[config.mk]
export PLATFORM = sky130hd
export DESIGN_NAME = crc24_id_attach
export DESIGN_NICKNAME = d
export VERILOG_FILES = /design/src/rtl/crc24_att_pkg.sv /design/src/rtl/crc24_rst_sync.sv /design/src/rtl/crc24_lfsr.sv /design/src/rtl/crc24_mask.sv /design/src/rtl/crc24_ctrl.sv /design/src/rtl/crc24_id_attach.sv
export SDC_FILE = /design/constraint.sdc
export NUM_CORES = 1
export LEC_CHECK = 0
export CAP_MARGIN = 20
export CORE_ASPECT_RATIO = 0.75
export CORE_MARGIN = 5
export CORE_UTILIZATION = 57
export CTS_BUF_LIST = sky130_fd_sc_hd__clkbuf_8
export CTS_CLUSTER_DIAMETER = 50
export DETAILED_ROUTE_END_ITERATION = 8
export PLACE_DENSITY = 0.84
export RECOVER_POWER = 100
export SYNTH_ARGS = -nofsm -noshare
export SYNTH_HDL_FRONTEND = slang
export SYNTH_SLANG_ARGS = --single-unit
export TNS_END_PERCENT = 20
[constraint.sdc]
create_clock -name clk -period 3.7 [get_ports clk]
set_input_delay 0.37 -clock clk [delete_from_list [all_inputs] [get_ports clk]]
set_output_delay 0.37 -clock clk [all_outputs]
set_load 0.02 [all_outputs]
[src/rtl/crc24_att_pkg.sv]
`timescale 1ns/1ps
package crc24_att_pkg;

  typedef enum logic {
    ST_BODY = 1'b0,
    ST_TAIL = 1'b1
  } att_state_e;

endpackage

[src/rtl/crc24_rst_sync.sv]
`timescale 1ns/1ps
module crc24_rst_sync #(
  parameter int STAGES = 2
) (
  input  logic clk,
  input  logic rst_n,
  output logic rst_n_o
);

  logic [STAGES-1:0] sync_q;
  logic [STAGES-1:0] sync_d;

  always_comb begin
    sync_d = {sync_q[STAGES-2:0], 1'b1};
  end

  always_ff @(posedge clk or negedge rst_n) begin
    if (!rst_n) sync_q <= '0;
    else        sync_q <= sync_d;
  end

  assign rst_n_o = sync_q[STAGES-1];

endmodule

[src/rtl/crc24_lfsr.sv]
`timescale 1ns/1ps
module crc24_lfsr #(
  parameter int           W    = 24,
  parameter logic [W-1:0] POLY = 24'h800063
) (
  input  logic clk,
  input  logic rst_n,
  input  logic clr_i,
  input  logic upd_i,
  input  logic shift_i,
  input  logic din_i,
  output logic msb_o,
  output logic zero_o
);

  logic [W-1:0] crc_q;
  logic [W-1:0] crc_d;
  logic [W-1:0] base;
  logic [W-1:0] step;
  logic         fb;
  logic         en;

  assign base = clr_i ? '0 : crc_q;
  assign fb   = din_i ^ base[W-1];

  // one serial division step; taps chosen per bit by the polynomial
  for (genvar g = 0; g < W; g++) begin : g_tap
    if (g == 0) begin : g_lsb
      if (POLY[0]) begin : g_on
        assign step[0] = fb;
      end else begin : g_off
        assign step[0] = 1'b0;
      end
    end else begin : g_up
      if (POLY[g]) begin : g_on
        assign step[g] = base[g-1] ^ fb;
      end else begin : g_off
        assign step[g] = base[g-1];
      end
    end
  end

  always_comb begin
    en = clr_i | upd_i | shift_i;
    if (upd_i)        crc_d = step;
    else if (shift_i) crc_d = {base[W-2:0], 1'b0};
    else              crc_d = base;
  end

  always_ff @(posedge clk or negedge rst_n) begin
    if (!rst_n)  crc_q <= '0;
    else if (en) crc_q <= crc_d;
  end

  assign msb_o  = crc_q[W-1];
  assign zero_o = (crc_q == '0);

endmodule

[src/rtl/crc24_mask.sv]
`timescale 1ns/1ps
module crc24_mask #(
  parameter int ID_W = 16
) (
  input  logic            clk,
  input  logic            rst_n,
  input  logic            load_i,
  input  logic [ID_W-1:0] id_i,
  input  logic            mode_i,
  input  logic            adv_i,
  output logic            mask_o
);

  localparam int AC_W = $clog2(ID_W + 1);

  logic [ID_W-1:0] id_q, id_d;
  logic            mode_q, mode_d;
  logic            en;

  always_comb begin
    en     = load_i | adv_i;
    id_d   = id_q;
    mode_d = mode_q;
    if (load_i) begin
      id_d   = id_i;
      mode_d = mode_i;
    end else if (adv_i) begin
      id_d = {id_q[ID_W-2:0], 1'b0};
    end
  end

  always_ff @(posedge clk or negedge rst_n) begin
    if (!rst_n) begin
      id_q   <= '0;
      mode_q <= 1'b0;
    end else if (en) begin
      id_q   <= id_d;
      mode_q <= mode_d;
    end
  end

  assign mask_o = mode_q & id_q[ID_W-1];

  // checker: the identity is consumed at most once per bit between loads
  logic [AC_W-1:0] adv_cnt_q;
  always_ff @(posedge clk or negedge rst_n) begin
    if (!rst_n)      adv_cnt_q <= '0;
    else if (load_i) adv_cnt_q <= '0;
    else if (adv_i)  adv_cnt_q <= adv_cnt_q + 1'b1;
  end

  AST_MASK_BITS_BOUNDED: assert property (@(posedge clk) disable iff (!rst_n)
    adv_i |-> (adv_cnt_q < AC_W'(ID_W)));

endmodule

[src/rtl/crc24_ctrl.sv]
`timescale 1ns/1ps
module crc24_ctrl
  import crc24_att_pkg::*;
#(
  parameter int CRC_W = 24,
  parameter int ID_W  = 16
) (
  input  logic clk,
  input  logic rst_n,
  input  logic in_valid_i,
  input  logic in_bit_i,
  input  logic in_first_i,
  input  logic in_last_i,
  input  logic in_nodata_i,
  output logic in_ready_o,
  input  logic crc_msb_i,
  input  logic mask_bit_i,
  input  logic out_ready_i,
  output logic out_valid_o,
  output logic out_bit_o,
  output logic out_first_o,
  output logic out_last_o,
  output logic crc_clr_o,
  output logic crc_upd_o,
  output logic crc_shift_o,
  output logic crc_din_o,
  output logic id_load_o,
  output logic id_adv_o,
  output logic in_tail_o
);

  localparam int              CNT_W    = $clog2(CRC_W + 1);
  localparam logic [CNT_W-1:0] CLR_IDX  = CNT_W'(CRC_W - ID_W);
  localparam logic [CNT_W-1:0] LAST_IDX = CNT_W'(CRC_W - 1);

  att_state_e       st_q, st_d;
  logic [CNT_W-1:0] cnt_q, cnt_d;
  logic             pend_q, pend_d;
  logic             ov_q, ov_d;
  logic             ob_q, ob_d;
  logic             of_q, of_d;
  logic             ol_q, ol_d;

  logic slot_free, acc, data_push, tail_push, masked_zone, tail_bit, out_load;

  always_comb begin
    slot_free   = !ov_q || out_ready_i;
    in_ready_o  = (st_q == ST_BODY) && slot_free;
    acc         = in_valid_i && in_ready_o;
    data_push   = acc && !in_nodata_i;
    tail_push   = (st_q == ST_TAIL) && slot_free;
    masked_zone = (cnt_q >= CLR_IDX);
    tail_bit    = crc_msb_i ^ (mask_bit_i & masked_zone);
    out_load    = data_push | tail_push;
  end

  assign crc_clr_o   = acc && in_first_i;
  assign crc_upd_o   = data_push;
  assign crc_din_o   = in_bit_i;
  assign crc_shift_o = tail_push;
  assign id_load_o   = acc && in_first_i;
  assign id_adv_o    = tail_push && masked_zone;
  assign in_tail_o   = (st_q == ST_TAIL);

  // next state
  always_comb begin
    st_d   = st_q;
    cnt_d  = cnt_q;
    pend_d = pend_q;
    if (acc && in_last_i) begin
      st_d  = ST_TAIL;
      cnt_d = '0;
    end
    if (acc && in_first_i && in_nodata_i) pend_d = 1'b1;
    if (tail_push) begin
      cnt_d  = cnt_q + 1'b1;
      pend_d = 1'b0;
      if (cnt_q == LAST_IDX) st_d = ST_BODY;
    end
  end

  // output register next values
  always_comb begin
    ov_d = ov_q && !out_ready_i;
    ob_d = ob_q;
    of_d = of_q;
    ol_d = ol_q;
    if (data_push) begin
      ov_d = 1'b1;
      ob_d = in_bit_i;
      of_d = in_first_i;
      ol_d = 1'b0;
    end else if (tail_push) begin
      ov_d = 1'b1;
      ob_d = tail_bit;
      of_d = pend_q;
      ol_d = (cnt_q == LAST_IDX);
    end
  end

  always_ff @(posedge clk or negedge rst_n) begin
    if (!rst_n) begin
      st_q   <= ST_BODY;
      cnt_q  <= '0;
      pend_q <= 1'b0;
      ov_q   <= 1'b0;
    end else begin
      st_q   <= st_d;
      cnt_q  <= cnt_d;
      pend_q <= pend_d;
      ov_q   <= ov_d;
    end
  end

  always_ff @(posedge clk or negedge rst_n) begin
    if (!rst_n) begin
      ob_q <= 1'b0;
      of_q <= 1'b0;
      ol_q <= 1'b0;
    end else if (out_load) begin
      ob_q <= ob_d;
      of_q <= of_d;
      ol_q <= ol_d;
    end
  end

  assign out_valid_o = ov_q;
  assign out_bit_o   = ob_q;
  assign out_first_o = of_q;
  assign out_last_o  = ol_q;

  AST_STALL_HOLDS: assert property (@(posedge clk) disable iff (!rst_n)
    (out_valid_o && !out_ready_i) |=> (out_valid_o && $stable(out_bit_o)
      && $stable(out_first_o) && $stable(out_last_o)));

  AST_HOLD_OFF_AFTER_LAST: assert property (@(posedge clk) disable iff (!rst_n)
    (in_valid_i && in_ready_o && in_last_i) |=> !in_ready_o);

  AST_LAST_FROM_TAIL: assert property (@(posedge clk) disable iff (!rst_n)
    $rose(out_valid_o && out_last_o) |-> $past(st_q == ST_TAIL));

endmodule

[src/rtl/crc24_id_attach.sv]
`timescale 1ns/1ps
module crc24_id_attach #(
  parameter int               CRC_W = 24,
  parameter int               ID_W  = 16,
  parameter logic [CRC_W-1:0] POLY  = 24'h800063
) (
  input  logic            clk,
  input  logic            rst_n,
  input  logic            mask_en,
  input  logic [ID_W-1:0] ue_id,
  input  logic            in_valid,
  output logic            in_ready,
  input  logic            in_bit,
  input  logic            in_first,
  input  logic            in_last,
  input  logic            in_nodata,
  output logic            out_valid,
  input  logic            out_ready,
  output logic            out_bit,
  output logic            out_first,
  output logic            out_last
);

  logic rst_n_s;
  logic crc_clr, crc_upd, crc_shift, crc_din, crc_msb, crc_zero;
  logic id_load, id_adv, mask_bit, in_tail;

  crc24_rst_sync #(.STAGES(2)) rst_sync_i (
    .clk     (clk),
    .rst_n   (rst_n),
    .rst_n_o (rst_n_s)
  );

  crc24_lfsr #(.W(CRC_W), .POLY(POLY)) lfsr_i (
    .clk     (clk),
    .rst_n   (rst_n_s),
    .clr_i   (crc_clr),
    .upd_i   (crc_upd),
    .shift_i (crc_shift),
    .din_i   (crc_din),
    .msb_o   (crc_msb),
    .zero_o  (crc_zero)
  );

  crc24_mask #(.ID_W(ID_W)) mask_i (
    .clk    (clk),
    .rst_n  (rst_n_s),
    .load_i (id_load),
    .id_i   (ue_id),
    .mode_i (mask_en),
    .adv_i  (id_adv),
    .mask_o (mask_bit)
  );

  crc24_ctrl #(.CRC_W(CRC_W), .ID_W(ID_W)) ctrl_i (
    .clk         (clk),
    .rst_n       (rst_n_s),
    .in_valid_i  (in_valid),
    .in_bit_i    (in_bit),
    .in_first_i  (in_first),
    .in_last_i   (in_last),
    .in_nodata_i (in_nodata),
    .in_ready_o  (in_ready),
    .crc_msb_i   (crc_msb),
    .mask_bit_i  (mask_bit),
    .out_ready_i (out_ready),
    .out_valid_o (out_valid),
    .out_bit_o   (out_bit),
    .out_first_o (out_first),
    .out_last_o  (out_last),
    .crc_clr_o   (crc_clr),
    .crc_upd_o   (crc_upd),
    .crc_shift_o (crc_shift),
    .crc_din_o   (crc_din),
    .id_load_o   (id_load),
    .id_adv_o    (id_adv),
    .in_tail_o   (in_tail)
  );

  // after all check bits are shifted out the register must be empty
  AST_CRC_DRAINED: assert property (@(posedge clk) disable iff (!rst_n_s)
    $fell(in_tail) |-> crc_zero);

  AST_RESET_IDLE: assert property (@(posedge clk) disable iff (!rst_n_s)
    $rose(rst_n_s) |-> !out_valid);

endmodule

==> results of run 1 <==
## per-stage QoR
stage	util	setup slack, ns
2_1_floorplan	-	2.085
3_3_place_gp	0.6379	1.369
3_5_place_dp	0.6424	1.328
4_1_cts	0.6624	1.520
5_1_grt	0.6553	0.7711
6_report	0.6553	0.9301
## cells in the final DEF, fill, tap and decap left out, types with 3 or more instances in the layout
cell type,netlist,layout
a22o_2,6,6
a221o_1,4,4
nand2_1,50,50
a22o_1,10,10
a21o_2,4,4
dlygate4sd3_1,0,7
a21o_1,12,12
nor2_1,8,8
o22ai_1,4,4
nand3_1,5,5
nor3_1,3,4
a21oi_1,25,25
clkbuf_8,1,5
dfrtp_1,54,54
o21ai_0,9,11
xor2_1,3,3
clkdlybuf4s50_1,0,22
nand2b_1,4,4
## power breakdown
part / switching, mW / total, mW / internal [mW]
clock network: 0.191 / 0.322 / 0.131
logic: 0.313 / 0.592 / 0.279
registers: 0.172 / 0.982 / 0.810
total: 0.676 / 1.90 / 1.22
## worst paths after layout
path	to	cells after the start
worst min-delay path	rst_sync_i.sync_q[0]$_DFF_PN0_	1
min in group clk	rst_sync_i.sync_q[1]$_DFF_PN0_	0
worst max-delay path	lfsr_i.crc_q[6]$_DFFE_PN0P_	6
max in group asynchronous	lfsr_i.crc_q[5]$_DFFE_PN0P_	1
worst max register to register	mask_i.id_q[12]$_DFFE_PN0P_	5
worst min register to register	ctrl_i.cnt_q[2]$_DFFE_PN0P_	0
## kinds of logic (layout without fill, tap and decap cells)
kind of cell	after synthesis	after routing
compound gates	88	88
xor+xnor	4	4
fa+ha+maj	1	1
buf+inv	17	42
flops	54	54
mux	2	2
other cells	1	1
simple gates	78	78
## area by class of cell
type | count | area share
Clock buffer | 5 | 0.02393
Clock inverter | 3 | 0.006527
Inverter | 2 | 0.002611
Multi-Input combinational cell | 174 | 0.3603
Sequential cell | 54 | 0.4700
Tap cell | 57 | 0.02480
Timing Repair Buffer | 32 | 0.1118
## registers in the layout, summed over array words and instances (netlist names)
signal	count
ctrl_i.cnt_q	5
ctrl_i.out_bit_o	1
ctrl_i.out_valid_o	1
mask_i.mode_q	1
ctrl_i.in_tail_o	1
lfsr_i.crc_q	24
ctrl_i.out_first_o	1
mask_i.id_q	16
rst_sync_i.sync_q	2
ctrl_i.pend_q	1
ctrl_i.out_last_o	1
## critical path: stages
cell and delay [ns]:
clkdlybuf4s50_1 0.54, and2b_1 0.24, o21ai_0 0.86, clkbuf_1 0.45, nor2_1 0.17, a221o_1 0.33
## routing by layer
metal | vias to the layer above | global-route usage
met4 | 0 | 0.06420
met3 | 11 | 0.04268
li1 | 915 | -
met1 | 902 | 0.2637
met5 | - | 0
met2 | 48 | 0.2955
==> results.md, run 1 <==
- The arrival time of data at the critical path endpoint is 2.96 ns.
- The number of port buffers is 29.
- Wire segments on met3 add up to 222 um in the final route.
- The number of max-cap violations is 0.
- Counting flops with a built-in enable in the synthesized netlist gives 0.
- The class of the tightest hold or removal check is input port to async pin.
- The placeable core region is 4388 um^2.
- Ranked by total cell area, the synthesized netlist is headed by dfrtp_1, nand2_1, a21oi_1.
- Measured along the x axis, the die boundary spans 87.04 um.
- The estimated wirelength of the detail-placed design is 3606 um.
- STA classifies the critical path startpoint as an input port.
- The count of different cell masters after synthesis is 43.
- Counting tap cells, the placed design contains a total of 319 instances.
- After detailed routing, the average wire length per cell comes to 15.56 um.
- The synthesized-area fraction occupied by and/or/nand/nor cells is 0.1455.
- In this run the core area contains 21 standard-cell rows.
- The fraction of the mapped netlist area in adder cells is 0.004931.
- The number of global-route vias before repair is 1828.
- Counting flops with an async set or reset pin after synthesis yields a share of 1.000.
- The placed instances occupy a cell area of 2819 um^2.
- Across every metal layer, demand over resource in global routing totals 0.1898.
- The completed layout was analyzed and its total power is 1.896 mW.
- Of the cells placed in the final design, the portion with a size suffix greater than 1 is 0.09259.
- For this block, the via count after detailed routing is 1876.
- CTS placed an instance of clkbuf_8 at the clock tree root.
- The total of fill cells in the finished design is 357.
- The summed negative setup slack over all endpoints is 0 ns.
- Dividing the detail-routed via count by the number of cells gives 5.737.
- At the pin with the least slew margin, the transition time is 1.375 ns.
- The number of nets in the layout is 295.
- In the finished design, the share of the clock period the worst path needs comes to 0.7486.
- The maximum clock path buffer count is 2.
- The wire length on met2 is 2415 um.
- After the flow finishes, the layout carries non-filler instances totaling 327.
- The highest ir drop seen on vdd is 503.7 uV.
- The Yosys step of the flow raised 0 warnings.
- The leading area contributor after synthesis is dfrtp_1.
- The die is 67.78 um tall.
- The wire length of the first global-routing pass is 8659 um.
- The CTS tree is yes.
- Global routing finished with a remaining overflow of 0.
- The final instance area is 2875 um^2.
- During I/O placement, the number of pins put on the boundary was 30.
- Power spread over the standard cell area amounts to 659.5 nW/um^2.
- The maximum fanout encountered on the critical timing path is 11.
- The reg-to-reg critical path startpoint is ctrl_i.out_valid_o$_DFF_PN0_.
- The classification of the worst setup path is input port to register.
- Relative to the synthesized area, the layout overhead comes to 13.31%.
- Derived from the worst setup path, the maximum achievable clock frequency is 361.0 MHz.
- By count the netlist is led by dfrtp_1, nand2_1, a21oi_1, a21o_1, a22o_1.
- The top flip-flop cell by instance count after synthesis is dfrtp_1.
- The final hold violation count was 0.
- The number of resized instances in the post-cts repair step is 0.
- Synthesis produced a netlist whose cell count is 245.
- The main combinational cell family by area after synthesis is compound AO/OA/AOI/OAI gates.
- Counting every sink on the clock net gives 54.
- The highest routing layer actually used is met4.
- The multi-input combinational cells in the finished layout cover a total of 1036 um^2.
- At the later pin of the worst-skew pair, clock insertion delay measures 0.31 ns.
- The initial utilization of the core area, before any placement, comes to 0.5783.
- Of the post-synthesis cell area, the part taken by muxes is 0.008383.
- The required time at the worst-slack endpoint is 3.89 ns.
- CTS built an H-tree with a depth of 2.
- For flop-to-flop paths, the worst setup slack is 1.11 ns.
- The hold slack is 0.2804 ns.
- A synthesized cell averages 10.36 um^2.
- The worst setup path startpoint is in_nodata.
- Across the whole layout, storage elements account for 1351 um^2.
- After clock tree synthesis, the clock-pin slew on the worst setup and hold paths is 0.10 ns.
- The floorplan die area is 5900 um^2.
- Entering global routing, the biggest net connects 38 pins.
- The routed design has 5087 um of wire.
- The detail route stage leaves a number of antenna-violating nets equal to 0.
- The diode insertion count for antenna repair is 0.
- The total clock buffers created by CTS is 5.
- Across the routed clock network, the largest skew measured is 0.007121 ns.
- Yosys instantiated no cell more often than dfrtp_1.
- The leakage power is 1.326 nW.
- The number of failing setup endpoints in the final timing report is 0.
- Counting every net in the synthesized netlist gives 271.
- Summing every instance area after synthesis gives 2537 um^2.
- The kind of capture point of the worst setup path is a register.
- Routability-driven placement finished with a final weighted congestion of 0.8864.
- The number of pins with negative max-slew slack in the final report is 0.
- Subtracting the final worst setup slack from the clock period gives 2.770 ns.
- For this block, wires on met1 add up to 2358 um.
- In this run the post-CTS setup repair buffer count came out at 0.
- The flop and latch count out of synthesis is 54.
- After detailed routing, the number of remaining DRC violations is 0.
- The max-slew headroom at the worst pin is 0.07605.
- The share of the yosys chip area belonging to registers is 0.5325.
- The run finished with clean final reports.
- Of the total synthesized cell area, the portion taken by XOR and XNOR cells is 0.01381.
- The number of optimization iterations in the first detailed-route pass is 4.
- The number of design-rule violations left by the first detailed-router iteration is 145.
- The synthesized-area fraction occupied by ao, oa, aoi and oai cells is 0.2446.
- The initial antenna violation count came to 0.
- The area share of the largest cell type after synthesis is 0.5325.
- Setup repair after global routing left no endpoint under its margin.
- The number of hold-repair buffers added at the cts stage is 0.
No activity file was read; power rests on OpenSTA's default activity.
==> run 2: changes to the inputs <==
Clock period 3.7 ns to 2.7 ns, I/O delays scaled along.
==> results.md, run 2 (same netlist as run 1, synthesis figures left out) <==
- The CTS sink count is 54 (unchanged).
- The pin count of the biggest net entering global routing is 40 (was 38).
- The final routed wire length divided by cell count is 14.79 um (was 15.56 um).
- The number of standard-cell rows in the floorplan came to 21 (unchanged).
- The class of the tightest hold or removal check is input port to async pin (unchanged).
- The clock tree root driver cell is clkbuf_8 (unchanged).
- The highest ir drop seen on vdd was 476.8 uV (was 503.7 uV).
- Unrepaired setup endpoints after global routing: false (unchanged).
- The required time at the worst-slack endpoint is 2.90 ns (was 3.89 ns).
- The number of resized instances in the post-cts repair step is 0 (unchanged).
- The number of port buffers is 29 (unchanged).
- The clock period minus worst slack is 2.236 ns.
- The post-detailed-placement cell area is 2834 um^2 (was 2819 um^2).
- The part of the cycle the worst path needs is 0.8282.
- The number of pins with negative max-slew slack in the final report is 0 (unchanged).
- The estimated wirelength of the detail-placed design came to 3385 um (was 3606 um).
- The clock insertion delay at the later pin of the skew report is 0.30 ns (was 0.31 ns).
- The detailed-route via count is 1884 (was 1876).
- The maximum fanout encountered on the critical timing path is 16 (was 11).
- The arrival time of data at the critical path endpoint is 2.44 ns (was 2.96 ns).
- The DRC violation count after routing came to 0 (unchanged).
- The number of nets in the layout is 297 (was 295).
- The combined global-route utilization of all metal layers is 0.1820 (was 0.1898).
- The number of failing setup endpoints in the final timing report was 0 (unchanged).
- The classification of the worst setup path is register to register (was input port to register).
- The total power per unit cell area is 899.1 nW/um^2 (was 659.5 nW/um^2).
- The kind of capture point of the worst setup path is a register (unchanged).
- The placeable core region is 4388 um^2 (unchanged).
- The final total power is 2.617 mW (was 1.896 mW).
- The routed via count divided by cell count is 5.726 (was 5.737).
- The CTS tree was yes (unchanged).
- The maximum clock path buffer count is 2 (unchanged).
- For this run, the top clock speed supported by timing is 447.2 MHz.
- The register containing the most flip-flops in the final layout is lfsr_i.crc_q (unchanged).
- The number of global-route vias before repair is 1833 (was 1828).
- The residual antenna-violating net count after detailed routing is 0 (unchanged).
- The number of optimization iterations in the first detailed-route pass is 4 (unchanged).
- The proportion of layout cells with a drive suffix above 1 is 0.09926 (was 0.09259).
- The summed negative setup slack over all endpoints is 0 ns (unchanged).
- The die width came to 87.04 um (unchanged).
- The number of hold-repair buffers added at the cts stage is 0 (unchanged).
- The max-slew headroom at the worst pin was 0.1320 (was 0.07605).
- Commonest cells after routing, fill and taps aside: dfrtp_1, nand2_1, a21oi_1 (unchanged).
- The initial antenna violation count is 0 (unchanged).
- The wire length reported by the detailed router came to 4867 um (was 5087 um).
- The flip-flop count of the largest register after layout was 24 (unchanged).
- The most common cell after layout, fill and taps aside is dfrtp_1 (unchanged).
- Regs by FF count: lfsr_i.crc_q: 24 flops, mask_i.id_q: 16 flops, ctrl_i.cnt_q: 5 flops (unchanged).
- The clock slew seen by the registers of the worst setup and hold paths is 0.09 ns (was 0.10 ns).
- The number of buffers inserted by post-CTS setup repair was 0 (unchanged).
- The die height is 67.78 um (unchanged).
- The final estimated routing congestion in global placement is 0.8463 (was 0.8864).
- The final hold violation count is 0 (unchanged).
- The I/O pin total was 30 (unchanged).
- The clock skew is 0.003720 ns (was 0.007121 ns).
- The total congestion overflow is 0 (unchanged).
- The number of max-cap violations is 0 (unchanged).
- The effective utilization at floorplan is 0.5783 (unchanged).
- The startpoint type of the worst setup path is a register (was input port).
- The final instance area came to 2910 um^2 (was 2875 um^2).
- The floorplan die area is 5900 um^2 (unchanged).
- The number of design-rule violations left by the first detailed-router iteration is 131 (was 145).
- The wire length of the first global-routing pass is 8438 um (was 8659 um).
- Run status: completed (unchanged).
- The actual slew at the worst max-slew pin came to 1.302 ns (was 1.375 ns).
- The total clock buffers created by CTS is 5 (unchanged).
- The synthesis-to-layout area growth is 14.69% (was 13.31%).
- The H-tree depth reported by CTS is 2 (unchanged).
- The diode insertion count for antenna repair came to 0 (unchanged).
- The leakage power is 1.356 nW (was 1.326 nW).
-- run 2: cell count changes in the layout (fill, tap and decap cells not counted), moves of 2 or more --
| cell | before | now |
|---|---|---|
| o21ai_0 | 11 | 9 |
| o21ai_2 | 0 | 2 |
| clkbuf_1 | 1 | 3 |
| clkinvlp_4 | 2 | 0 |
-- run 2: path summary, 6_finish.rpt --
path / to / startpoint / slack [ns] / depth (start not counted)
setup reg to reg: mask_i.id_q[15]$_DFFE_PN0P_ / ctrl_i.in_tail_o$_DFF_PN0_ / 0.46 / 4
hold / removal: rst_sync_i.sync_q[1]$_DFF_PN0_ / rst_n / 0.18 / 1
hold reg to reg: rst_sync_i.sync_q[1]$_DFF_PN0_ / rst_sync_i.sync_q[0]$_DFF_PN0_ / 0.36 / 0
max in group asynchronous: lfsr_i.crc_q[7]$_DFFE_PN0P_ / rst_sync_i.sync_q[1]$_DFF_PN0_ / 1.07 / 1
setup / recovery: mask_i.id_q[15]$_DFFE_PN0P_ / ctrl_i.in_tail_o$_DFF_PN0_ / 0.46 / 4
min in group clk: rst_sync_i.sync_q[1]$_DFF_PN0_ / rst_sync_i.sync_q[0]$_DFF_PN0_ / 0.36 / 0
-- run 2: where the power goes --
| group | switching, mW | internal [mW] | total, mW |
|---|---|---|---|
| registers | 0.243 | 1.11 | 1.35 |
| logic | 0.415 | 0.393 | 0.808 |
| clock network | 0.252 | 0.204 | 0.455 |
| total | 0.910 | 1.71 | 2.62 |
-- run 2: cell type report --
class / count / area (um^2)
clock buffers: 6 / 82.58
clock inverters: 2 / 8.758
fillers: 358 / 1478
inverters: 2 / 7.507
multi-input cells: 174 / 1060
flip-flops and latches: 54 / 1351
well taps: 57 / 71.32
repair buffers: 34 / 329.1
-- run 2: stage by stage --
step | utilization | hold WS [ns] | setup WS (ns) | instances
2_1_floorplan | - | -0.02559 | 1.085 | 245
3_3_place_gp | 0.6459 | 0.3417 | 0.6114 | 321
3_5_place_dp | 0.6459 | 0.3498 | 0.5733 | 321
4_1_cts | 0.6667 | 0.1106 | 0.6602 | 329
5_1_grt | 0.6632 | 0.1751 | 0.2854 | 329
6_report | 0.6632 | 0.1826 | 0.4638 | 329
-- run 2: critical path, stage by stage (launching register included) --
cell and delay [ns]:
dfrtp_1 0.57, inv_1 0.26, nor3_4 0.61, nor2_1 0.39
a21o_2 0.30
-- run 2: per-layer routing --
layer | up-vias | share of wire | global-route usage | wire length (um)
met4 | 0 | 0.012 | 0.05253 | 59
met5 | - | 0 | 0 | 0
met2 | 40 | 0.46 | 0.2926 | 2251
met3 | 8 | 0.046 | 0.03659 | 226
li1 | 913 | - | - | -
met1 | 923 | 0.48 | 0.2514 | 2329
==> run 3: changes to the inputs <==
Clock period 2.7 ns to 2.1 ns, I/O delays scaled along.
==> results.md, run 3 (same netlist as run 1, synthesis figures left out) <==
- The post-detailed-placement cell area is 2864 um^2 (was 2834 um^2).
- The register containing the most flip-flops in the final layout is lfsr_i.crc_q (unchanged).
- The final routed wire length divided by cell count is 14.79 um (about the same).
- The floorplan die area is 5900 um^2 (unchanged).
- The power share of the sequential group was 0.497 (was 0.517).
- The kind of capture point of the worst setup path is a primary output (was register).
- The maximum clock path buffer count came to 2 (unchanged).
- The clock tree root driver cell is clkbuf_8 (unchanged).
- The synthesis-to-layout area growth is 16.07% (was 14.69%).
- The number of port buffers came to 29 (unchanged).
- The H-tree depth reported by CTS is 2 (unchanged).
- The fmax is 506.6 MHz.
- The total power per unit cell area is 1182 nW/um^2 (was 899.1 nW/um^2).
- The number of resized instances in the post-cts repair step is 0 (unchanged).
- The worst setup slack after layout was 0.1262 ns (was 0.4638 ns).
- The clock power share is 0.194 (was 0.174).
- The flip-flop count of the largest register after layout is 24 (unchanged).
- The proportion of layout cells with a drive suffix above 1 is 0.1232 (was 0.09926).
- The I/O pin total is 30 (unchanged).
- The maximum single-stage delay on the critical path is 0.59 ns (was 0.61 ns).
- Unrepaired setup endpoints after global routing: false (unchanged).
- The count of buffer and inverter cells on the critical path is 2 (was 1).
- The CTS tree is yes (unchanged).
- Critical Path, Cell by Cell: dlygate4sd3_1 > nor2b_4 > nor2_1 > clkdlybuf4s50_1 (was inv_1 > nor3_4 > nor2_1 > a21o_2).
- The pin count of the biggest net entering global routing is 41 (was 40).
- The power dissipated by switching net loads came to 1.184 mW (was 0.9096 mW).
- Regs by FF count: lfsr_i.crc_q: 24 flops, mask_i.id_q: 16 flops, ctrl_i.cnt_q: 5 flops (unchanged).
- The number of global-route vias before repair was 1832 (was 1833).
- The startpoint type of the worst setup path is an input port (was register).
- After layout, the minimum clock period comes to 1.974 ns.
- The required time at the worst-slack endpoint is 1.89 ns (was 2.90 ns).
- The combined global-route utilization of all metal layers is 0.1873 (was 0.1820).
- The leakage power came to 1.374 nW (was 1.356 nW).
- The setup slack at placement came to 0.1833 ns (was 0.5733 ns).
- The number of nets in the layout was 301 (was 297).
- The placeable core region was 4388 um^2 (unchanged).
- The number of design-rule violations left by the first detailed-router iteration is 158 (was 131).
- The diode insertion count for antenna repair is 0 (unchanged).
- The clock slew seen by the registers of the worst setup and hold paths is 0.09 ns (about the same).
- The final instance area is 2945 um^2 (was 2910 um^2).
- The die height is 67.78 um (unchanged).
- The final hold violation count is 0 (unchanged).
- The maximum fanout encountered on the critical timing path is 9 (was 16).
- The most common cell after layout, fill and taps aside is dfrtp_1 (unchanged).
- The summed negative setup slack over all endpoints is 0 ns (unchanged).
- The clock skew is 0.009745 ns (was 0.003720 ns).
- The clock insertion delay at the later pin of the skew report was 0.30 ns (about the same).
- The wire length reported by the detailed router is 4925 um (was 4867 um).
- The part of the total power dissipated in combinational logic is 0.309 (about the same).
- The number of failing setup endpoints in the final timing report came to 0 (unchanged).
- The class of the tightest hold or removal check is input port to async pin (unchanged).
- The die width is 87.04 um (unchanged).
- Run status: completed (unchanged).
- The number of standard-cell rows in the floorplan was 21 (unchanged).
- The classification of the worst setup path is input port to primary output (was register to register).
- The number of optimization iterations in the first detailed-route pass is 4 (unchanged).
- The total congestion overflow was 0 (unchanged).
- The actual slew at the worst max-slew pin is 0.9861 ns (was 1.302 ns).
- The internal power component is 2.297 mW (was 1.707 mW).
- The initial antenna violation count came to 0 (unchanged).
- The total clock buffers created by CTS is 5 (unchanged).
- The number of hold-repair buffers added at the cts stage came to 0 (unchanged).
- The wire length on met2 was 2272 um (was 2251 um).
- The final estimated routing congestion in global placement is 0.8156 (was 0.8463).
- The highest routing layer actually used is met4 (unchanged).
- The effective utilization at floorplan was 0.5783 (unchanged).
- The cell at the slowest stage of the critical path is dlygate4sd3_1 (was nor3_4).
- The switching part of the total power came to 0.3401 (was 0.3476).
- The cell depth of the worst flop-to-flop path came to 5 (was 4).
- The number of max-cap violations came to 0 (unchanged).
- The arrival time of data at the critical path endpoint is 1.76 ns (was 2.44 ns).
- The routed via count divided by cell count is 5.742 (was 5.726).
- The kind of cell adding the most delay to the critical path is buffers and inverters (was simple AND/OR/NAND/NOR gates).
- The wire length on met3 is 231 um (was 226 um).
- The cell depth of the worst setup path is 4 (unchanged).
- The total of fill cells in the finished design is 338 (was 358).
- The number of buffers inserted by post-CTS setup repair is 0 (unchanged).
- In the finished design, the share of the clock period the worst path needs comes to 0.9399.
- The residual antenna-violating net count after detailed routing came to 0 (unchanged).
- The max-slew headroom at the worst pin is 0.3426 (was 0.1320).
- The CTS sink count is 54 (unchanged).
- The estimated wirelength of the detail-placed design is 3471 um (was 3385 um).
- The final total power is 3.481 mW (was 2.617 mW).
- The detailed-route via count is 1912 (was 1884).
- The DRC violation count after routing was 0 (unchanged).
- The wire length of the first global-routing pass is 8618 um (was 8438 um).
- The highest ir drop seen on vdd is 562.5 uV (was 476.8 uV).
- The number of pins with negative max-slew slack in the final report is 0 (unchanged).
- The wire length on met1 is 2359 um (was 2329 um).
- Commonest cells after routing, fill and taps aside: dfrtp_1, nand2_1, a21oi_1 (unchanged).
run 3: layout make-up:
class / count / area, um^2 / share of cell area
tap: 57 / 71.32 / 0.02421
sequential: 54 / 1351 / 0.4588
multi-input combinational: 174 / 1062 / 0.3607
clock inverter: 3 / 41.29 / 0.01402
timing repair buffer: 38 / 342.8 / 0.1164
clock buffer: 5 / 68.82 / 0.02336
inverter: 2 / 7.507 / 0.002549
run 3: worst paths after layout:
kind / to / start / slack [ns]
worst min register to register: mask_i.id_q[4]$_DFFE_PN0P_ / rst_sync_i.sync_q[1]$_DFF_PN0_ / 0.20
min in group clk: rst_sync_i.sync_q[1]$_DFF_PN0_ / rst_sync_i.sync_q[0]$_DFF_PN0_ / 0.35
worst min-delay path: rst_sync_i.sync_q[0]$_DFF_PN0_ / rst_n / 0.13
worst max register to register: mask_i.id_q[14]$_DFFE_PN0P_ / ctrl_i.in_tail_o$_DFF_PN0_ / 0.30
worst max-delay path: in_ready / out_ready / 0.13
max in group asynchronous: lfsr_i.crc_q[9]$_DFFE_PN0P_ / rst_sync_i.sync_q[1]$_DFF_PN0_ / 0.56
run 3: power groups by stage:
stage / registers [mW] / logic (mW) / clock network (mW)
after global placement: 1.73 / 1.06 / 0
after floorplan: 1.67 / 0.889 / 0
after global routing: 1.79 / 1.20 / 0.737
final: 1.73 / 1.08 / 0.675
after detailed placement: 1.74 / 1.11 / 0
after CTS: 1.73 / 1.11 / 0.693
run 3: layer usage:
layer  GRT usage  vias to the layer above
li1            -                      924
met1      0.2670                      930
met2      0.2841                       49
met3     0.04634                        9
met4     0.05447                        0
met5           0                        -
run 3: metrics by stage:
stage | hold WS, ns | util | std cells
global placement | 0.1616 | 0.6527 | 325
finish | 0.1277 | 0.6712 | 333
global route | 0.1108 | 0.6712 | 333
floorplan | -0.08559 | - | 245
detailed placement | 0.1588 | 0.6527 | 325
CTS | 0.04936 | 0.6778 | 333
